[src/rtl/dbg_qual_pkg.sv]
package dbg_qual_pkg;
  localparam int CTRL_W   = 64;
  localparam int VAL_W    = 32;
  localparam int LINK_IDX_W = 4;
  localparam int PRIV_LO  = 1;
  localparam int HIGH_BIT = 13;
  localparam int SEC_LO   = 14;
  localparam int LNUM_LO  = 16;
  localparam int LINKED_BIT = 20;
  localparam int LEN_BIT  = 0;
  localparam int LTYPE_LO = 20;
  localparam logic [3:0] LTYPE_CTX = 4'd3;

  typedef struct packed {
    logic load;
    logic clear;
  } qualStrobe_t;
endpackage

[src/rtl/dbg_qual_ctrl.sv]
module dbg_qual_ctrl
  import dbg_qual_pkg::*;
(
  input  logic        hitValid,
  input  logic        debugEnable,
  input  logic        eventsAllowed,
  input  logic        isWatch,
  input  logic        unprivAccess,
  input  logic [1:0]  curLevel,
  output qualStrobe_t strobes,
  output logic [1:0]  accessLevel
);
  always_comb begin
    strobes.load  = hitValid && debugEnable && eventsAllowed;
    strobes.clear = !strobes.load;
    accessLevel   = (isWatch && unprivAccess) ? 2'd0 : curLevel;
  end
endmodule

[src/rtl/dbg_qual_dpath.sv]
module dbg_qual_dpath
  import dbg_qual_pkg::*;
#(
  parameter int NUM_CMP   = 4,
  parameter int LINK_TOP  = 5,
  parameter int CTX_FIELD = 1
) (
  input  logic                            clk,
  input  logic                            rstN,
  input  qualStrobe_t                     strobes,
  input  logic [1:0]                      accessLevel,
  input  logic [1:0]                      curLevel,
  input  logic                            secure,
  input  logic [NUM_CMP-1:0]              rawHit,
  input  logic [NUM_CMP*CTRL_W-1:0]       ctrlWords,
  input  logic [(LINK_TOP+1)*CTRL_W-1:0]  linkCtrl,
  input  logic [(LINK_TOP+1)*VAL_W-1:0]   linkVal,
  input  logic [VAL_W-1:0]                contextId,
  output logic [NUM_CMP-1:0]              qualHits,
  output logic                            anyHit
);
  localparam int LINK_SPAN = 1 << LINK_IDX_W;
  localparam int LINK_LO   = LINK_TOP - CTX_FIELD;

  logic [LINK_SPAN-1:0] linkOkVec;
  logic [NUM_CMP-1:0]   qualNext;
  logic                 ctxLevelOk;

  assign ctxLevelOk = (curLevel <= 2'd1);

  for (genvar j = 0; j < LINK_SPAN; j++) begin : g_link
    if (j >= LINK_LO && j <= LINK_TOP) begin : g_impl
      logic [CTRL_W-1:0] lw;
      assign lw = linkCtrl[j*CTRL_W +: CTRL_W];
      assign linkOkVec[j] = lw[LEN_BIT] && (lw[LTYPE_LO +: 4] == LTYPE_CTX) &&
                            ctxLevelOk && (linkVal[j*VAL_W +: VAL_W] == contextId);
    end else begin : g_none
      assign linkOkVec[j] = 1'b0;
    end
  end

  for (genvar i = 0; i < NUM_CMP; i++) begin : g_cmp
    logic [CTRL_W-1:0] cw;
    logic secOk, lvlOk, linkOk;
    assign cw = ctrlWords[i*CTRL_W +: CTRL_W];

    always_comb begin
      unique case (cw[SEC_LO +: 2])
        2'd0:    secOk = 1'b1;
        2'd2:    secOk = secure;
        default: secOk = !secure;
      endcase
      if (accessLevel >= 2'd2)      lvlOk = cw[HIGH_BIT];
      else if (accessLevel == 2'd1) lvlOk = cw[PRIV_LO];
      else                          lvlOk = cw[PRIV_LO+1];
      linkOk = !cw[LINKED_BIT] || linkOkVec[cw[LNUM_LO +: LINK_IDX_W]];
    end

    assign qualNext[i] = rawHit[i] && secOk && lvlOk && linkOk;

    assert_raw_needed_R2: assert property (@(posedge clk) disable iff (!rstN)
      qualHits[i] |-> $past(rawHit[i]));
    assert_high_level_R4: assert property (@(posedge clk) disable iff (!rstN)
      (qualHits[i] && $past(accessLevel) >= 2'd2) |-> $past(ctrlWords[i*CTRL_W + HIGH_BIT]));
    assert_link_level_R9: assert property (@(posedge clk) disable iff (!rstN)
      (qualHits[i] && $past(ctrlWords[i*CTRL_W + LINKED_BIT])) |-> ($past(curLevel) <= 2'd1));
  end

  always_ff @(posedge clk) begin
    if (!rstN || strobes.clear) begin
      qualHits <= '0;
      anyHit   <= 1'b0;
    end else begin
      qualHits <= qualNext;
      anyHit   <= |qualNext;
    end
  end

  assert_any_or_R10: assert property (@(posedge clk) disable iff (!rstN)
    anyHit == (|qualHits));
endmodule

[src/rtl/dbg_event_qualifier.sv]
module dbg_event_qualifier
  import dbg_qual_pkg::*;
#(
  parameter int NUM_CMP   = 4,
  parameter int LINK_TOP  = 5,
  parameter int CTX_FIELD = 1
) (
  input  logic                            clk,
  input  logic                            rstN,
  input  logic                            hitValid,
  input  logic [NUM_CMP-1:0]              rawHit,
  input  logic                            isWatch,
  input  logic                            unprivAccess,
  input  logic                            secure,
  input  logic [1:0]                      curLevel,
  input  logic                            debugEnable,
  input  logic                            eventsAllowed,
  input  logic [NUM_CMP*64-1:0]           ctrlWords,
  input  logic [(LINK_TOP+1)*64-1:0]      linkCtrl,
  input  logic [(LINK_TOP+1)*32-1:0]      linkVal,
  input  logic [31:0]                     contextId,
  output logic [NUM_CMP-1:0]              qualHits,
  output logic                            anyHit
);
  qualStrobe_t strobes;
  logic [1:0]  accessLevel;

  dbg_qual_ctrl u_ctrl (
    .hitValid(hitValid), .debugEnable(debugEnable), .eventsAllowed(eventsAllowed),
    .isWatch(isWatch), .unprivAccess(unprivAccess), .curLevel(curLevel),
    .strobes(strobes), .accessLevel(accessLevel)
  );

  dbg_qual_dpath #(.NUM_CMP(NUM_CMP), .LINK_TOP(LINK_TOP), .CTX_FIELD(CTX_FIELD)) u_dpath (
    .clk(clk), .rstN(rstN), .strobes(strobes), .accessLevel(accessLevel),
    .curLevel(curLevel), .secure(secure), .rawHit(rawHit), .ctrlWords(ctrlWords),
    .linkCtrl(linkCtrl), .linkVal(linkVal), .contextId(contextId),
    .qualHits(qualHits), .anyHit(anyHit)
  );

  assert_gate_R6: assert property (@(posedge clk) disable iff (!rstN)
    anyHit |-> $past(hitValid && debugEnable && eventsAllowed));
  assert_idle_R1: assert property (@(posedge clk) disable iff (!rstN)
    !$past(hitValid) |-> (qualHits == '0));
endmodule

[config.mk]
export PLATFORM = sky130hd
export DESIGN_NAME = dbg_event_qualifier
export DESIGN_NICKNAME = d
export VERILOG_FILES = /design/src/rtl/dbg_qual_pkg.sv /design/src/rtl/dbg_qual_ctrl.sv /design/src/rtl/dbg_qual_dpath.sv /design/src/rtl/dbg_event_qualifier.sv
export SDC_FILE = /design/constraint.sdc
export NUM_CORES = 1
export LEC_CHECK = 0
export BUFFER_PORTS_ARGS = -buffer_cell sky130_fd_sc_hd__buf_2
export CELL_PAD_IN_SITES_DETAIL_PLACEMENT = 0
export CELL_PAD_IN_SITES_GLOBAL_PLACEMENT = 1
export CORE_AREA = 4 4 337 339
export CTS_CLUSTER_DIAMETER = 30
export DETAILED_ROUTE_END_ITERATION = 16
export DIE_AREA = 0 0 341 343
export PLACE_DENSITY = 0.41
export REMOVE_ABC_BUFFERS = 1
export SLEW_MARGIN = 10
export SYNTH_ARGS = -nofsm -noshare
export SYNTH_HDL_FRONTEND = slang
export SYNTH_SLANG_ARGS = --single-unit
[constraint.sdc]
create_clock -name clk -period 3.4 [get_ports clk]
set_clock_uncertainty 0.2 [all_clocks]
set_input_delay 0.68 -clock clk [delete_from_list [all_inputs] [get_ports clk]]
set_output_delay 0.68 -clock clk [all_outputs]
set_load 0.01 [all_outputs]
==> results of run 1 <==
## state kept, by name, summed over array words and instances (netlist names)
name / count
u_dpath.anyHit: 1
u_dpath.qualHits: 4
## cells by family (layout without fill, tap and decap cells)
| logic type | count (synthesis) | count (layout) |
|---|---|---|
| and+or+nand+nor | 54 | 54 |
| other | 0 | 18 |
| DFF | 5 | 5 |
| AOI/OAI and AO/OA | 17 | 17 |
| xor gates and xnor gates | 64 | 64 |
| buffers and inverters | 5 | 178 |
| muxes | 4 | 4 |
## power by group through the flow
| stage | Combinational [mW] | Sequential, mW | Clock (mW) |
|---|---|---|---|
| 6_report | 0.215 | 0.0598 | 0.192 |
| 5_1_grt | 0.239 | 0.0599 | 0.205 |
| 4_1_cts | 0.223 | 0.0599 | 0.196 |
| 3_5_place_dp | 0.222 | 0.0607 | 0 |
| 3_3_place_gp | 0.221 | 0.0608 | 0 |
| 2_1_floorplan | 0.0741 | 0.0607 | 0 |
## worst paths after layout
kind | from | endpoint | slack (ns) | depth (start not counted)
worst max-delay path | contextId[6] | u_dpath.anyHit$_SDFF_PP0_ | 0.60 | 9
worst min-delay path | ctrlWords[20] | u_dpath.qualHits[0]$_SDFF_PP0_ | 0.58 | 3
## synth_stat cells
cell type,count
a21o_1,4
nand2_1,8
nor3_1,2
nand3b_1,1
a21oi_1,4
dfxtp_1,5
nor4_1,23
mux2i_1,4
o211ai_1,4
a41oi_2,1
nand4_1,3
nand4b_1,2
o2111ai_1,4
buf_1,1
xor2_1,64
nand3_1,2
inv_1,4
nor4_2,1
nor3b_1,4
nor2_1,8
## layout make-up
class	instances	area, um^2	area share
timing repair buffer	170	866	0.215
sequential	5	100	0.0249
inverter	4	15.0	0.00373
multi-input combinational	139	1050	0.262
clock buffer	4	78.8	0.0196
tap	1488	1860	0.463
antenna	18	45.0	0.0112
## per-stage QoR
stage                       util  std cells  hold WS [ns]  setup slack [ns]  instance area (um^2)
after floorplan                -        148         0.680              1.15                  1160
after global placement    0.0353       1806         0.799             0.208                  3900
after detailed placement  0.0353       1806         0.819             0.259                  3900
after CTS                 0.0360       1810         0.585             0.489                  3980
after global routing      0.0360       1810         0.597             0.383                  3980
final                     0.0364       1828         0.576             0.599                  4020
## per-layer routing
metal	global-route usage	vias up	wire, um
met5	0	-	13
met4	0.00106	2	56
met3	0.0124	10	2330
met2	0.0270	171	4300
met1	0.0305	699	6230
li1	-	915	-
==> results.tsv, run 1 <==
metric	value	unit
status	finished clean	
p_sw_frac	0.299	
worstPathArrival	2.75	ns
yosysWarnings	0	
grt_pass1_wl	16.2	mm
worst-setup-path-type	in2reg	
drive_gt1_frac	0.550	
p_clk_frac	0.412	
cp_top_family	simple AND/OR/NAND/NOR gates	
path_cells	buf_2, xor2_1, nor4_1, nand4_1, buf_4, nor4_1, o211ai_1, a21o_1, a41oi_2	
drc	0	
coreArea	110000	um^2
numCtsBuffers	3	
synth_compound_area_frac	0.113	
cp.required	3.34	ns
synth_fa_ha_area_frac	0	
drt-pass1-iter-count	4	
fmaxAchievable	357	MHz
die_w	341	um
wl	12.9	mm
nNetsFinal	1201	
clk_pin_slew	0.03	ns
clock-sinks	5	
total_power	0.467	mW
synth_top_area_share	0.483	
grt_start_max_net_pins	9	
gp_congestion	0.693	
htree_levels	1	
ys_seq_area_frac	0.0862	
cpPeakStageDelay	0.44	ns
via_per_inst	0.983	
synth_top_family_by_area	XOR/XNOR gates	
cts_setup_buffers	0	
combPwrFrac	0.460	
critPathLaunchType	input pin	
switchingPower	0.140	mW
setup_viol	0	
io_pins	883	
worst_pin_slew	0.424	ns
final_common_cell	buf_2	
vdd_drop_max	0.115	mV
critPathMaxFanout	4	
ant_nets	0	
port_buffers	164	
area_delta_synth_final	246	%
cts_resized	0	
synth_xor_area_frac	0.483	
num_vias	1797	
syn_area	1160	um^2
drt_iter0_drc	29	
wire_per_inst	7.07	um
clk_path_buf_depth	2	
tritoncts	done	
maxSlewHeadroom	0.715	
internal_power	0.327	mW
track_usage	0.0210	
crit_top_cell	nor4_1	
cts_root_buf	clkbuf_16	
synthCells	149	
fin_setup_tns	0	ns
cts.hold.buffers_added	0	
hold_path.class	in2reg	
hold_violations	0	
yosysUniqueCellTypes	20	
syn_area_per_cell	7.79	um^2
grt-ovfl-total	0	
fill_cells	13164	
cap_violations	0	
p_leak	1.16	nW
ys_ff_latch	5	
powerDensity	116	nW/um^2
antenna_found_initial	16	
synth_mux_area_frac	0.0345	
hpwlAfterDp	12.6	mm
initial_core_util	0.0105	
dieArea	117000	um^2
die_h	343	um
end_kind	flip-flop	
rsz0062_at_grt	false	
power_frac_seq	0.128	
rows	122	
yosysTopAreaCell	xor2_1	
yosys-top-cells-area	xor2_1 48%, nor4_1 12%, dfxtp_1 8.6%, mux2i_1 3.4%, o2111ai_1 3.0%	
yosys.area_share.simple	0.267	
most-common-layout-cells	164 x buf_2, 64 x xor2_1, 21 x nor4_1	
grt_pass1_vias	1966	
cp_slowest_cell	nor4_1	
cp.buffers_inverters	2	
final-max-slew-violation-count	0	
period_share	0.824	
layout_min_cycle_time	2.80	ns
Power figures use the tool's default switching activity.
==> run 2: changes to the inputs <==
--- a/config.mk
+++ b/config.mk
@@ -12,7 +12,7 @@
 export CTS_CLUSTER_DIAMETER = 30
 export DETAILED_ROUTE_END_ITERATION = 16
 export DIE_AREA = 0 0 341 343
-export PLACE_DENSITY = 0.41
+export PLACE_DENSITY = 0.42
 export REMOVE_ABC_BUFFERS = 1
 export SLEW_MARGIN = 10
 export SYNTH_ARGS = -nofsm -noshare
==> constraint.sdc (replaced) <==
create_clock -name clk -period 2.5 [get_ports clk]
set_clock_uncertainty 0.2 [all_clocks]
set_input_delay 0.5 -clock clk [delete_from_list [all_inputs] [get_ports clk]]
set_output_delay 0.5 -clock clk [all_outputs]
set_load 0.01 [all_outputs]
==> results.tsv, run 2 (synthesis results as in run 1) <==
metric	value	unit	change
status	finished clean		
via_per_inst	1.02		+3.7%
cts_root_buf	clkbuf_16		
largest_reg_flops	4		unchanged
drt-pass1-iter-count	4		unchanged
tritoncts	done		
port_buffers	164		unchanged
wl	13.8	mm	+6.7%
fin_setup_tns	0	ns	unchanged
end_kind	flip-flop		
worstPathArrival	2.32	ns	-0.43 ns
maxSlewHeadroom	0.776		+0.0606
drive_gt1_frac	0.620		+0.0701
design_area	4240	um^2	+5.5%
cp.required	2.45	ns	-0.89 ns
grt_use_met1	0.0381		+0.00760
place_area	3970	um^2	+1.9%
top_regs	u_dpath.qualHits (4), u_dpath.anyHit (1)		
ant_nets	0		unchanged
top_register	u_dpath.qualHits		
critPathLaunchType	input pin		
grt_pass1_vias	2037		+3.6%
whs	0.396	ns	-0.180 ns
final_common_cell	buf_2		
p_leak	1.26	nW	+8.6%
nNetsFinal	1213		+1.0%
numCtsBuffers	3		unchanged
antenna_found_initial	16		unchanged
crit_top_cell	nor4_2		
fin_ws	0.133	ns	-0.466 ns
grt_pass1_wl	17.6	mm	+8.4%
worstSetupStartpoint	linkVal[157]		
htree_levels	1		unchanged
most-common-layout-cells	163 x buf_2, 63 x xor2_1, 15 x nor4_2		
final-max-slew-violation-count	0		unchanged
drc	0		unchanged
dieArea	117000	um^2	unchanged
gp_congestion	0.685		-1.2%
worst_pin_slew	0.333	ns	-0.0900 ns
die_w	341	um	unchanged
initial_core_util	0.0105		unchanged
rows	122		unchanged
rsz0062_at_grt	false		
cap_violations	0		unchanged
layout_min_cycle_time	2.37	ns	
critPathMaxFanout	4		unchanged
drt_iter0_drc	14		-52%
hpwlAfterDp	13.3	mm	+6.0%
die_h	343	um	unchanged
track_usage	0.0229		+0.00190
stdcell_count	1827		-0.055%
area_delta_synth_final	265	%	
cpPeakStageDelay	0.29	ns	-0.15 ns
cp_slowest_cell	nor4_2		
clock-sinks	5		unchanged
fmaxAchievable	422	MHz	
clk_pin_slew	0.03	ns	about the same
grt_start_max_net_pins	9		unchanged
grtUsageMet3	0.0107		-0.00172
clk_path_buf_depth	2		unchanged
worst-setup-path-type	in2reg		
hold_path.class	in2reg		
period_share	0.947		
final_util	0.0384		+0.00200
powerDensity	157	nW/um^2	+35%
cp_top_family	simple AND/OR/NAND/NOR gates		
coreArea	110000	um^2	unchanged
io_pins	883		unchanged
vdd_drop_max	0.135	mV	+18%
cp.buffers_inverters	3		+1
num_vias	1862		+3.6%
grt-ovfl-total	0		unchanged
path_cells	buf_2, xor2_1, nor4_2, buf_4, nand4_1, buf_6, nor4_2, o211ai_1, a21o_1, a41oi_2		
setup_viol	0		unchanged
preCtsSetupSlack	-0.386	ns	-0.645 ns
grt_use_met2	0.0255		-0.00148
wire_per_inst	7.55	um	+6.8%
grt.busiest_layer	met1		
place_inst	1816		+0.55%
min_from	ctrlWords[212]		
hold_violations	0		unchanged
total_power	0.664	mW	+42%
## run 2: power breakdown
group | switching [mW] | internal [mW] | leakage [nW]
Combinational | 0.156 | 0.166 | 1.18
Clock | 0.0492 | 0.211 | 0.0382
Sequential | 0.000232 | 0.0810 | 0.0403
## run 2: path summary, 6_finish.rpt
path	endpoint	slack, ns	cells past startpoint
min	u_dpath.qualHits[3]$_SDFF_PP0_	0.40	3
max	u_dpath.anyHit$_SDFF_PP0_	0.13	10
## run 2: repair_timing
item,in CTS,in global routing
hold buffers,0,0
resized for setup,10,18
pin swaps,3,21
buffers inserted,1,2
endpoints found under the setup margin,2,5
## run 2: layout make-up
type	instances	area, um^2
Antenna cell	5	12.5
Inverter	4	15.0
Multi-Input combinational cell	139	1190
Fill cell	13168	106000
Clock buffer	4	78.8
Tap cell	1488	1860
Timing Repair Buffer	182	981
Sequential cell	5	100
## run 2: layer usage
layer | vias to the layer above | wire (um) | share of wire
met3 | 6 | 1930 | 0.14
met2 | 190 | 3970 | 0.29
met1 | 742 | 7850 | 0.57
li1 | 922 | - | -
met5 | - | 13 | 0.00094
met4 | 2 | 31 | 0.0022
